**config.mk**
```make
export PLATFORM = sky130hd
export DESIGN_NAME = hp_slot_irq
export DESIGN_NICKNAME = d
export VERILOG_FILES = /design/src/rtl/hp_irq_pkg.sv /design/src/rtl/hp_sync_edge.sv /design/src/rtl/hp_slot_regs.sv /design/src/rtl/hp_reg_decode.sv /design/src/rtl/hp_slot_irq.sv
export SDC_FILE = /design/constraint.sdc
export NUM_CORES = 1
export LEC_CHECK = 0
export ABC_AREA = 0
export CAP_MARGIN = 20
export CORE_UTILIZATION = 55
export CTS_CLUSTER_DIAMETER = 50
export DETAILED_ROUTE_END_ITERATION = 10
export PLACE_DENSITY = 0.73
export SLEW_MARGIN = 15
export SYNTH_ARGS = -nofsm -noshare
export SYNTH_HDL_FRONTEND = slang
export SYNTH_SLANG_ARGS = --single-unit
```
**constraint.sdc**
```tcl
create_clock -name clk -period 1.9 [get_ports clk]
set_input_delay 0.38 -clock clk [delete_from_list [all_inputs] [get_ports clk]]
set_output_delay 0.38 -clock clk [all_outputs]
set_load 0.1 [all_outputs]
```
**src/rtl/hp_irq_pkg.sv**
```systemverilog
package hp_irq_pkg;

   localparam int EVT_W     = 7;
   localparam int REG_W     = 8;
   localparam int STRIDE_LG = 3;

   // bit positions shared by enable and status registers
   localparam int B_BUSISO = 6;
   localparam int B_PGOOD  = 5;
   localparam int B_PFAULT = 4;
   localparam int B_MDET1  = 3;
   localparam int B_MDET0  = 2;
   localparam int B_CPRES2 = 1;
   localparam int B_CPRES1 = 0;

   // offsets within a slot's 8-byte window
   localparam logic [STRIDE_LG-1:0] OFS_EN = 3'd7;
   localparam logic [STRIDE_LG-1:0] OFS_ST = 3'd6;

   // sources that fire on assertion only
   localparam logic [EVT_W-1:0] RISE_ONLY_MASK = 7'b001_0000;

   typedef logic [EVT_W-1:0] evt_vec_t;

   typedef enum logic [1:0] {
      SEL_NONE = 2'd0,
      SEL_EN   = 2'd1,
      SEL_ST   = 2'd2
   } reg_sel_e;

endpackage

```
**src/rtl/hp_sync_edge.sv**
```systemverilog
module hp_sync_edge #(
   parameter int                 W         = 7,
   parameter int                 STAGES    = 2,
   parameter logic [W-1:0]       RISE_MASK = '0
) (
   input  logic         clk,
   input  logic         rst_n,
   input  logic [W-1:0] lvl_i,
   output logic [W-1:0] evt_o
);

   localparam int PRIME_CNT = STAGES + 1;
   localparam int CNT_W     = $clog2(PRIME_CNT + 1);

   if (STAGES < 2) begin : g_bad_stages
      $error("hp_sync_edge: STAGES must be at least 2");
   end
   if (W < 1) begin : g_bad_width
      $error("hp_sync_edge: W must be positive");
   end

   logic [W-1:0]     pipe_q [STAGES];
   logic [W-1:0]     prev_q;
   logic [W-1:0]     cur;
   logic [W-1:0]     raw_evt;
   logic [CNT_W-1:0] cnt_q;
   logic             primed;

   assign cur    = pipe_q[STAGES-1];
   assign primed = (cnt_q == CNT_W'(PRIME_CNT));

   always_ff @(posedge clk or negedge rst_n) begin
      if (!rst_n) begin
         for (int k = 0; k < STAGES; k++) pipe_q[k] <= '0;
         prev_q <= '0;
      end else begin
         pipe_q[0] <= lvl_i;
         for (int k = 1; k < STAGES; k++) pipe_q[k] <= pipe_q[k-1];
         prev_q <= cur;
      end
   end

   // hold off events until the pipeline reflects real pin levels
   always_ff @(posedge clk or negedge rst_n) begin
      if (!rst_n) begin
         cnt_q <= '0;
      end else if (!primed) begin
         cnt_q <= cnt_q + CNT_W'(1);
      end
   end

   for (genvar b = 0; b < W; b++) begin : g_bit
      if (RISE_MASK[b]) begin : g_rise
         assign raw_evt[b] = cur[b] & ~prev_q[b];

         // an assertion-only source cannot pulse on consecutive cycles
         p_rise_single_r5: assert property (@(posedge clk) disable iff (!rst_n)
            $past(evt_o[b]) |-> !evt_o[b]);
      end else begin : g_any
         assign raw_evt[b] = cur[b] ^ prev_q[b];
      end
   end

   assign evt_o = primed ? raw_evt : '0;

endmodule

```
**src/rtl/hp_slot_regs.sv**
```systemverilog
module hp_slot_regs #(
   parameter int W = 7
) (
   input  logic         clk,
   input  logic         rst_n,
   input  logic [W-1:0] evt_i,
   input  logic         en_we_i,
   input  logic         st_we_i,
   input  logic [7:0]   wdata_i,
   output logic [W-1:0] en_o,
   output logic [W-1:0] st_o,
   output logic         pend_o
);

   if (W > 7) begin : g_bad_w
      $error("hp_slot_regs: W must leave bit 7 reserved");
   end

   logic [W-1:0] clr_mask;

   assign clr_mask = st_we_i ? wdata_i[W-1:0] : '0;

   always_ff @(posedge clk or negedge rst_n) begin
      if (!rst_n) begin
         en_o <= '0;
      end else if (en_we_i) begin
         en_o <= wdata_i[W-1:0];
      end
   end

   // a new event wins over a same-cycle clear
   always_ff @(posedge clk or negedge rst_n) begin
      if (!rst_n) begin
         st_o <= '0;
      end else begin
         st_o <= (st_o & ~clr_mask) | evt_i;
      end
   end

   assign pend_o = |(st_o & en_o);

   // a status bit only falls when a write-one clear addressed it
   p_sticky_r7: assert property (@(posedge clk) disable iff (!rst_n)
      (($past(st_o) & ~$past(st_we_i ? wdata_i[W-1:0] : {W{1'b0}}) & ~st_o) == '0));

   // every event pulse is visible in status one edge later
   p_evt_lands_r7: assert property (@(posedge clk) disable iff (!rst_n)
      (($past(evt_i) & ~st_o) == '0));

   // enable only moves on its own write strobe
   p_en_hold_r2: assert property (@(posedge clk) disable iff (!rst_n)
      !$past(en_we_i) |-> $stable(en_o));

endmodule

```
**src/rtl/hp_reg_decode.sv**
```systemverilog
module hp_reg_decode
   import hp_irq_pkg::*;
#(
   parameter int NUM_SLOTS = 4,
   parameter int SLOT_W    = 2,
   parameter int ADDR_W    = 5
) (
   input  logic [ADDR_W-1:0] addr_i,
   output logic [SLOT_W-1:0] slot_o,
   output reg_sel_e          sel_o
);

   if (ADDR_W != SLOT_W + STRIDE_LG) begin : g_bad_addr
      $error("hp_reg_decode: ADDR_W must equal SLOT_W plus the stride width");
   end

   logic [STRIDE_LG-1:0] ofs;
   logic                 in_range;

   assign slot_o   = addr_i[ADDR_W-1:STRIDE_LG];
   assign ofs      = addr_i[STRIDE_LG-1:0];
   assign in_range = (int'(slot_o) < NUM_SLOTS);

   always_comb begin
      sel_o = SEL_NONE;
      if (in_range) begin
         if (ofs == OFS_EN)      sel_o = SEL_EN;
         else if (ofs == OFS_ST) sel_o = SEL_ST;
      end
   end

endmodule

```
**src/rtl/hp_slot_irq.sv**
```systemverilog
module hp_slot_irq
   import hp_irq_pkg::*;
#(
   parameter int NUM_SLOTS   = 4,
   parameter int SYNC_STAGES = 2,
   parameter int SLOT_W      = (NUM_SLOTS > 1) ? $clog2(NUM_SLOTS) : 1,
   parameter int ADDR_W      = SLOT_W + 3
) (
   input  logic                 clk,
   input  logic                 rst_n,
   input  logic [NUM_SLOTS-1:0] bus_iso_i,
   input  logic [NUM_SLOTS-1:0] pwr_good_i,
   input  logic [NUM_SLOTS-1:0] pwr_fault_i,
   input  logic [NUM_SLOTS-1:0] mdet1_i,
   input  logic [NUM_SLOTS-1:0] mdet0_i,
   input  logic [NUM_SLOTS-1:0] cpres2_i,
   input  logic [NUM_SLOTS-1:0] cpres1_i,
   input  logic [ADDR_W-1:0]    reg_addr_i,
   input  logic                 reg_we_i,
   input  logic [REG_W-1:0]     reg_wdata_i,
   output logic [REG_W-1:0]     reg_rdata_o,
   output logic                 irq_drive_n_o
);

   if (NUM_SLOTS < 1 || NUM_SLOTS > 4) begin : g_bad_slots
      $error("hp_slot_irq: NUM_SLOTS must be 1 to 4");
   end
   if (SYNC_STAGES < 2) begin : g_bad_sync
      $error("hp_slot_irq: SYNC_STAGES must be at least 2");
   end

   evt_vec_t              slot_lvl [NUM_SLOTS];
   evt_vec_t              slot_evt [NUM_SLOTS];
   evt_vec_t              en_q     [NUM_SLOTS];
   evt_vec_t              st_q     [NUM_SLOTS];
   logic [NUM_SLOTS-1:0]  pend;
   logic [NUM_SLOTS-1:0]  en_we;
   logic [NUM_SLOTS-1:0]  st_we;
   logic [SLOT_W-1:0]     dec_slot;
   reg_sel_e              dec_sel;
   evt_vec_t              en_or;

   hp_reg_decode #(
      .NUM_SLOTS (NUM_SLOTS),
      .SLOT_W    (SLOT_W),
      .ADDR_W    (ADDR_W)
   ) u_dec (
      .addr_i (reg_addr_i),
      .slot_o (dec_slot),
      .sel_o  (dec_sel)
   );

   for (genvar s = 0; s < NUM_SLOTS; s++) begin : g_slot
      assign slot_lvl[s] = {bus_iso_i[s], pwr_good_i[s], pwr_fault_i[s],
                            mdet1_i[s], mdet0_i[s], cpres2_i[s], cpres1_i[s]};

      assign en_we[s] = reg_we_i && (dec_sel == SEL_EN) && (dec_slot == SLOT_W'(s));
      assign st_we[s] = reg_we_i && (dec_sel == SEL_ST) && (dec_slot == SLOT_W'(s));

      hp_sync_edge #(
         .W         (EVT_W),
         .STAGES    (SYNC_STAGES),
         .RISE_MASK (RISE_ONLY_MASK)
      ) u_sync (
         .clk   (clk),
         .rst_n (rst_n),
         .lvl_i (slot_lvl[s]),
         .evt_o (slot_evt[s])
      );

      hp_slot_regs #(
         .W (EVT_W)
      ) u_regs (
         .clk     (clk),
         .rst_n   (rst_n),
         .evt_i   (slot_evt[s]),
         .en_we_i (en_we[s]),
         .st_we_i (st_we[s]),
         .wdata_i (reg_wdata_i),
         .en_o    (en_q[s]),
         .st_o    (st_q[s]),
         .pend_o  (pend[s])
      );
   end

   always_comb begin
      reg_rdata_o = '0;
      for (int s = 0; s < NUM_SLOTS; s++) begin
         if (dec_slot == SLOT_W'(s)) begin
            case (dec_sel)
               SEL_EN:  reg_rdata_o = {1'b0, en_q[s]};
               SEL_ST:  reg_rdata_o = {1'b0, st_q[s]};
               default: reg_rdata_o = '0;
            endcase
         end
      end
   end

   always_comb begin
      en_or = '0;
      for (int s = 0; s < NUM_SLOTS; s++) en_or = en_or | en_q[s];
   end

   assign irq_drive_n_o = ~(|pend);

   // the line is never pulled while every enable is clear
   p_irq_needs_en_r8: assert property (@(posedge clk) disable iff (!rst_n)
      !irq_drive_n_o |-> (en_or != '0));

endmodule

```
# Yosys cells after proc, flatten, opt, wreduce, memory -nomap -nowiden

Index checks and enable logic that the tools add are counted.

Register bits after elaboration: 148
Input bits: 44
Output and inout bits: 9
Logic and storage cells: 118

Add/sub/neg operators: 4
Equality and inequality tests: 11
Muxes and demuxes: 18
Bitwise logic cells: 49
Reduce and logical (&&, ||, !) cells: 12

Operators by type and width:

| operator            | number |
|---|---|
| $and 7x7->7         | 8 |
| $mux 7              | 8 |
| $pmux 7 s2          | 4 |
| $mux 8              | 4 |
| $not 7->7           | 4 |
| $or 7x7->7          | 4 |
| $reduce_or 28->1    | 1 |
| $xor 1x1->1         | 24 |
| $eq 2x2->1 const B  | 7 |
| $logic_and 1x1->1   | 10 |
| $add 2x1->2 const B | 4 |
| $eq 3x3->1 const B  | 2 |
| $not 1->1           | 5 |
| $and 1x1->1         | 4 |
| $eq 2x1->1 const B  | 2 |
| $mux 2              | 2 |
| $logic_not 2->1     | 1 |

# Logic depth before layout (Yosys ltp)

Depth in word-level cells: 10
Mapped depth: 6
Depth with buffers taken out: 4

# Modules after synthesis

A second synthesis with hierarchy kept.

Cell total of the unflattened synthesis: 399
Area total of the unflattened synthesis: 5,870.6 µm²

Modules (own cells, without submodules):

| module        | instances | cells an instance | area each (µm²) | seq. area each (µm²) |
|---|---|---|---|---|
| hp_sync_edge  | 4         | 40                | 723.2           | 575.6 |
| hp_slot_regs  | 4         | 40                | 575.6           | 350.3 |
| hp_slot_irq   | 1         | 75                | 644.4           | 0.0 |
| hp_reg_decode | 1         | 4                 | 31.3            | 0.0 |

# Worst setup path after synthesis

OpenSTA, ideal clock, no wires.

Kind: input port to output port
Start point: input reg_addr_i[0]
End point: output reg_rdata_o[4]
Data arrival time: 3.368 ns
Path slack: -1.848 ns
Stages: 5
Buffers on the path: 2
Path through: buf_2 and3_1 clkbuf_1 a221oi_1 nor3b_1

Longest elaborated chain between the ends: 9

Ends and longest elaborated chain:

| element                                  | RTL line            | text |
|---|---|---|
| start: declaration                       | hp_slot_irq.sv:18   | `input logic [ADDR_W-1:0] reg_addr_i,` |
| $eq 3x3->1                               | hp_reg_decode.sv:28 | `else if (ofs == OFS_ST) sel_o = SEL_ST;` |
| $mux 2                                   | hp_reg_decode.sv:28 |  |
| $mux 2 *                                 | hp_reg_decode.sv:27 | `if (ofs == OFS_EN) sel_o = SEL_EN;` |
| $eq 2x2->1 or $eq 2x1->1 (tied branches) | hp_slot_irq.sv:90   | `case (dec_sel)` |
| $pmux 7 s2                               | hp_slot_irq.sv:90   |  |
| $mux 8 (3 in a row)                      | hp_slot_irq.sv:89   | `if (dec_slot == SLOT_W'(s)) begin` |
| $mux 8 *                                 | hp_slot_irq.sv:89   |  |
| end: declaration                         | hp_slot_irq.sv:21   | `output logic [REG_W-1:0] reg_rdata_o,` |

Every way passes the cells marked *; elsewhere a longest branch is shown, timed or not.

# Worst setup path after layout

Start point: register g_slot[0].u_regs.en_o[0]
End point: output irq_drive_n_o

Longest elaborated chain between the ends: 3

Ends and longest elaborated chain:

| element                  | RTL line           | text |
|---|---|---|
| start: declaration       | hp_slot_regs.sv:10 | `output logic [W-1:0] en_o,` |
| start signal: assignment | hp_slot_regs.sv:27 | `en_o <= wdata_i[W-1:0];` |
| $and 7x7->7              | hp_slot_regs.sv:40 | `assign pend_o = \|(st_o & en_o);` |
| $reduce_or 28->1         | hp_slot_irq.sv:104 | `assign irq_drive_n_o = ~(\|pend);` |
| $not 1->1                | hp_slot_irq.sv:104 |  |
| end: declaration         | hp_slot_irq.sv:22  | `output logic irq_drive_n_o` |

Every way passes these cells.

==> results.sh <==
export IMPL_fmax_mhz=422
export IMPL_routabilityCongestion=0.894
export IMPL_grt_start_max_net_pins=54
export IMPL_power_total_w=0.00758
export IMPL_synthArstFlopShare=1.00
export IMPL_nFillCells=613
export IMPL_status="finished, violations left"
export IMPL_globalRouteOverflowTotal=0
export IMPL_fin_util=0.772
export IMPL_holdPathStages=1
export IMPL_drt_pass1_iter_count=4
export IMPL_pre_cts_slack_ns=-0.591
export IMPL_seq_area_frac_synth=0.675
export IMPL_worstPathRequired_ns=1.52
export IMPL_h_tree_depth=4
export IMPL_synth_edff_count=0
export IMPL_setup_viol=8
export IMPL_r2r_cells=2
export IMPL_finalNetCount=538
export IMPL_dieHeight_um=102
export IMPL_antenna_left=0
export IMPL_first_global_vias=3707
export IMPL_crit_fanout=3
export IMPL_cts_sinks=148
export IMPL_drc=0
export IMPL_fin_ws_ns=-0.472
export IMPL_drv_cap=0
export IMPL_vias_per_cell=5.70
export IMPL_rrSetupSlack_ns=0.58
export IMPL_root_buffer="clkbuf_8"
export IMPL_num_vias=3623
export IMPL_multi_input_area_um2=2010
export IMPL_synth_seq_cells=148
export IMPL_critical_path_endpoint_type="output port"
export IMPL_power_density_nw_per_um2=1010
export IMPL_clock_latency_ns=0.53
export IMPL_period_minus_slack_ns=2.37
export IMPL_ff_latch_area_um2=3700
export IMPL_grt_pass1_wl_um=20300
export IMPL_clockBufferDepth=2
export IMPL_fin_skew_ns=0.00566
export IMPL_critPathKind="flip-flop to output port"
export IMPL_drt_wl_total_um=12700
export IMPL_postSynthCellCount=382
export IMPL_hold_ws_ns=0.281
export IMPL_grtUsageTotal=0.279
export IMPL_finalCritPeriodShare=1.25
export IMPL_drive_gt1_frac=0.336
export IMPL_p_leak_nw=3.13
export IMPL_startpoint_type="flip-flop"
export IMPL_num_rows=36
export IMPL_holdPathEnd="g_slot[3].u_sync.pipe_q[11]"
export IMPL_worstHoldStart="pwr_fault_i[3]"
export IMPL_portBuffers=50
export IMPL_rsz0062_at_grt="yes"
export IMPL_synthFlopType="dfrtp_1"
export IMPL_ir_drop_v=0.000872
export IMPL_ys_types=41
export IMPL_hold_violations=0
export IMPL_n_antenna_cell=0
export IMPL_routedWlPerCell_um=20.0
export IMPL_drt_iter0_drc=241
export IMPL_cts_tree="built"
export IMPL_antenna_found_initial=0
export IMPL_drv_slew=0
export IMPL_ios=53
export IMPL_yosys_warnings=0
export IMPL_syn_area_um2=5490
export IMPL_synth_avg_cell_area_um2=14.4
export IMPL_hpwl_um=8400
export IMPL_cts_made_buffers=17
export IMPL_reg2reg_to="g_slot[1].u_sync.cnt_q[1]"
export IMPL_min_path_type="primary input to flip-flop"
export IMPL_die_w_um=102
export IMPL_syn2layout_area_growth_pct=36.8
export IMPL_clkTransAtPathRegs_ns=0.06
export IMPL_synth_nets=430
export IMPL_dieArea_um2=10400
export IMPL_initial_core_util=0.564
export IMPL_cp_arrival_ns=1.99
export IMPL_coreArea_um2=9730
export IMPL_violations="negative setup slack"
export IMPL_timing_rr_start="g_slot[1].u_sync.cnt_q[0]"
[synth_stat cells (3+ instances only)]
cell / number / area share
xor2_1: 24 / 0.038
buf_2: 6 / 0.0055
inv_1: 4 / 0.0027
dfrtp_1: 148 / 0.67
a221oi_1: 10 / 0.016
ha_1: 4 / 0.0091
nand2_1: 39 / 0.027
mux2_1: 7 / 0.014
a31oi_1: 4 / 0.0046
a32o_1: 4 / 0.0073
a21o_1: 4 / 0.0055
a32oi_1: 4 / 0.0064
clkbuf_1: 7 / 0.0048
mux2_2: 32 / 0.066
nor2_2: 3 / 0.0034
nor2_1: 4 / 0.0027
nand4_1: 3 / 0.0034
a22o_1: 31 / 0.049
a22oi_1: 13 / 0.018
xnor2_1: 4 / 0.0064
nand3_1: 3 / 0.0027
[sequential cells by signal (all words and copies together), names as in the netlist]
| register | cells |
|---|---|
| g_slot.u_sync.prev_q | 28 |
| g_slot.u_sync.pipe_q | 28 |
| g_slot.u_sync.cur | 28 |
| g_slot.u_regs.en_o | 28 |
| g_slot.u_regs.st_o | 28 |
| g_slot.u_sync.cnt_q | 8 |
[cell type report]
type                    count  area share
inverters                   4     0.00200
multi-input cells         217       0.268
clock inverters            10      0.0132
repair buffers            102       0.140
clock buffers              22      0.0617
well taps                 133      0.0222
flip-flops and latches    148       0.493
[cell usage in the layout, fill, tap and decap left out, drive strengths merged, types with 7 or more instances in the layout]
cell / instances
nand2: 39
mux2: 39
a22o: 31
buf: 63
xor2: 24
clkbuf: 22
a22oi: 13
dfrtp: 148
nor2: 7
a221oi: 10
clkdlybuf4s50: 36
[what timing repair did]
action                                  4_1_cts  5_1_grt
buffers inserted                              6        2
hold buffers                                  1        0
hold endpoints to repair                     36        0
resized for setup                            48       12
endpoints found under the setup margin        8        8
pin swaps                                    16       10
gates cloned                                  2        0
[worst max-delay path, cell delays in order, from the launching register on]
cell and delay (ns):
dfrtp_1 0.40, a22o_1 0.25, a221oi_2 0.18, nand4_1 0.22, nor3_4 0.21, buf_12 0.20
[how the worst max path moves through the flow]
| stage | from | end | depth (start not counted) |
|---|---|---|---|
| after floorplan | reg_addr_i[3] | reg_rdata_o[6] | 4 |
| after global placement | reg_addr_i[0] | reg_rdata_o[4] | 6 |
| after detailed placement | reg_addr_i[0] | reg_rdata_o[4] | 6 |
| after CTS | g_slot[0].u_regs.en_o[0] | irq_drive_n_o | 5 |
| after global routing | g_slot[0].u_regs.en_o[0] | irq_drive_n_o | 5 |
| final | g_slot[0].u_regs.en_o[0] | irq_drive_n_o | 5 |
[layer usage]
metal / GRT usage / share of wire / vias to the layer above
met4: 0.130 / 0.028 / 0
met1: 0.359 / 0.41 / 1847
met2: 0.440 / 0.50 / 126
li1: - / - / 1621
met3: 0.0855 / 0.059 / 29
met5: 0 / 0 / -
[where the power goes]
part           leakage [nW]  switching, W  internal [W]  total, W
Sequential             1.65      0.000179       0.00337   0.00355
Clock                 0.266       0.00128       0.00185   0.00313
Combinational          1.21      0.000455      0.000443  0.000898
Total                  3.13       0.00192       0.00566   0.00758
[metrics by stage]
step | TNS (ns) | cell area (um2) | std cells
floorplan | -1.37 | 5650 | 382
detailed placement | -14.19 | 6650 | 593
global placement | -12.32 | 6650 | 593
global route | -2.65 | 7510 | 636
CTS | -2.24 | 7470 | 634
finish | -2.16 | 7510 | 636
[logic make-up after synthesis]
group | Yosys count | synth area share
adders and majority gates | 4 | 0.00912
buffers and inverters | 18 | 0.0144
other | 1 | 0.000683
AOI/OAI and AO/OA | 77 | 0.116
xor gates and xnor gates | 28 | 0.0447
DFF | 148 | 0.675
and+or+nand+nor | 67 | 0.0602
muxes | 39 | 0.0800
Power figures use the tool's default switching activity.
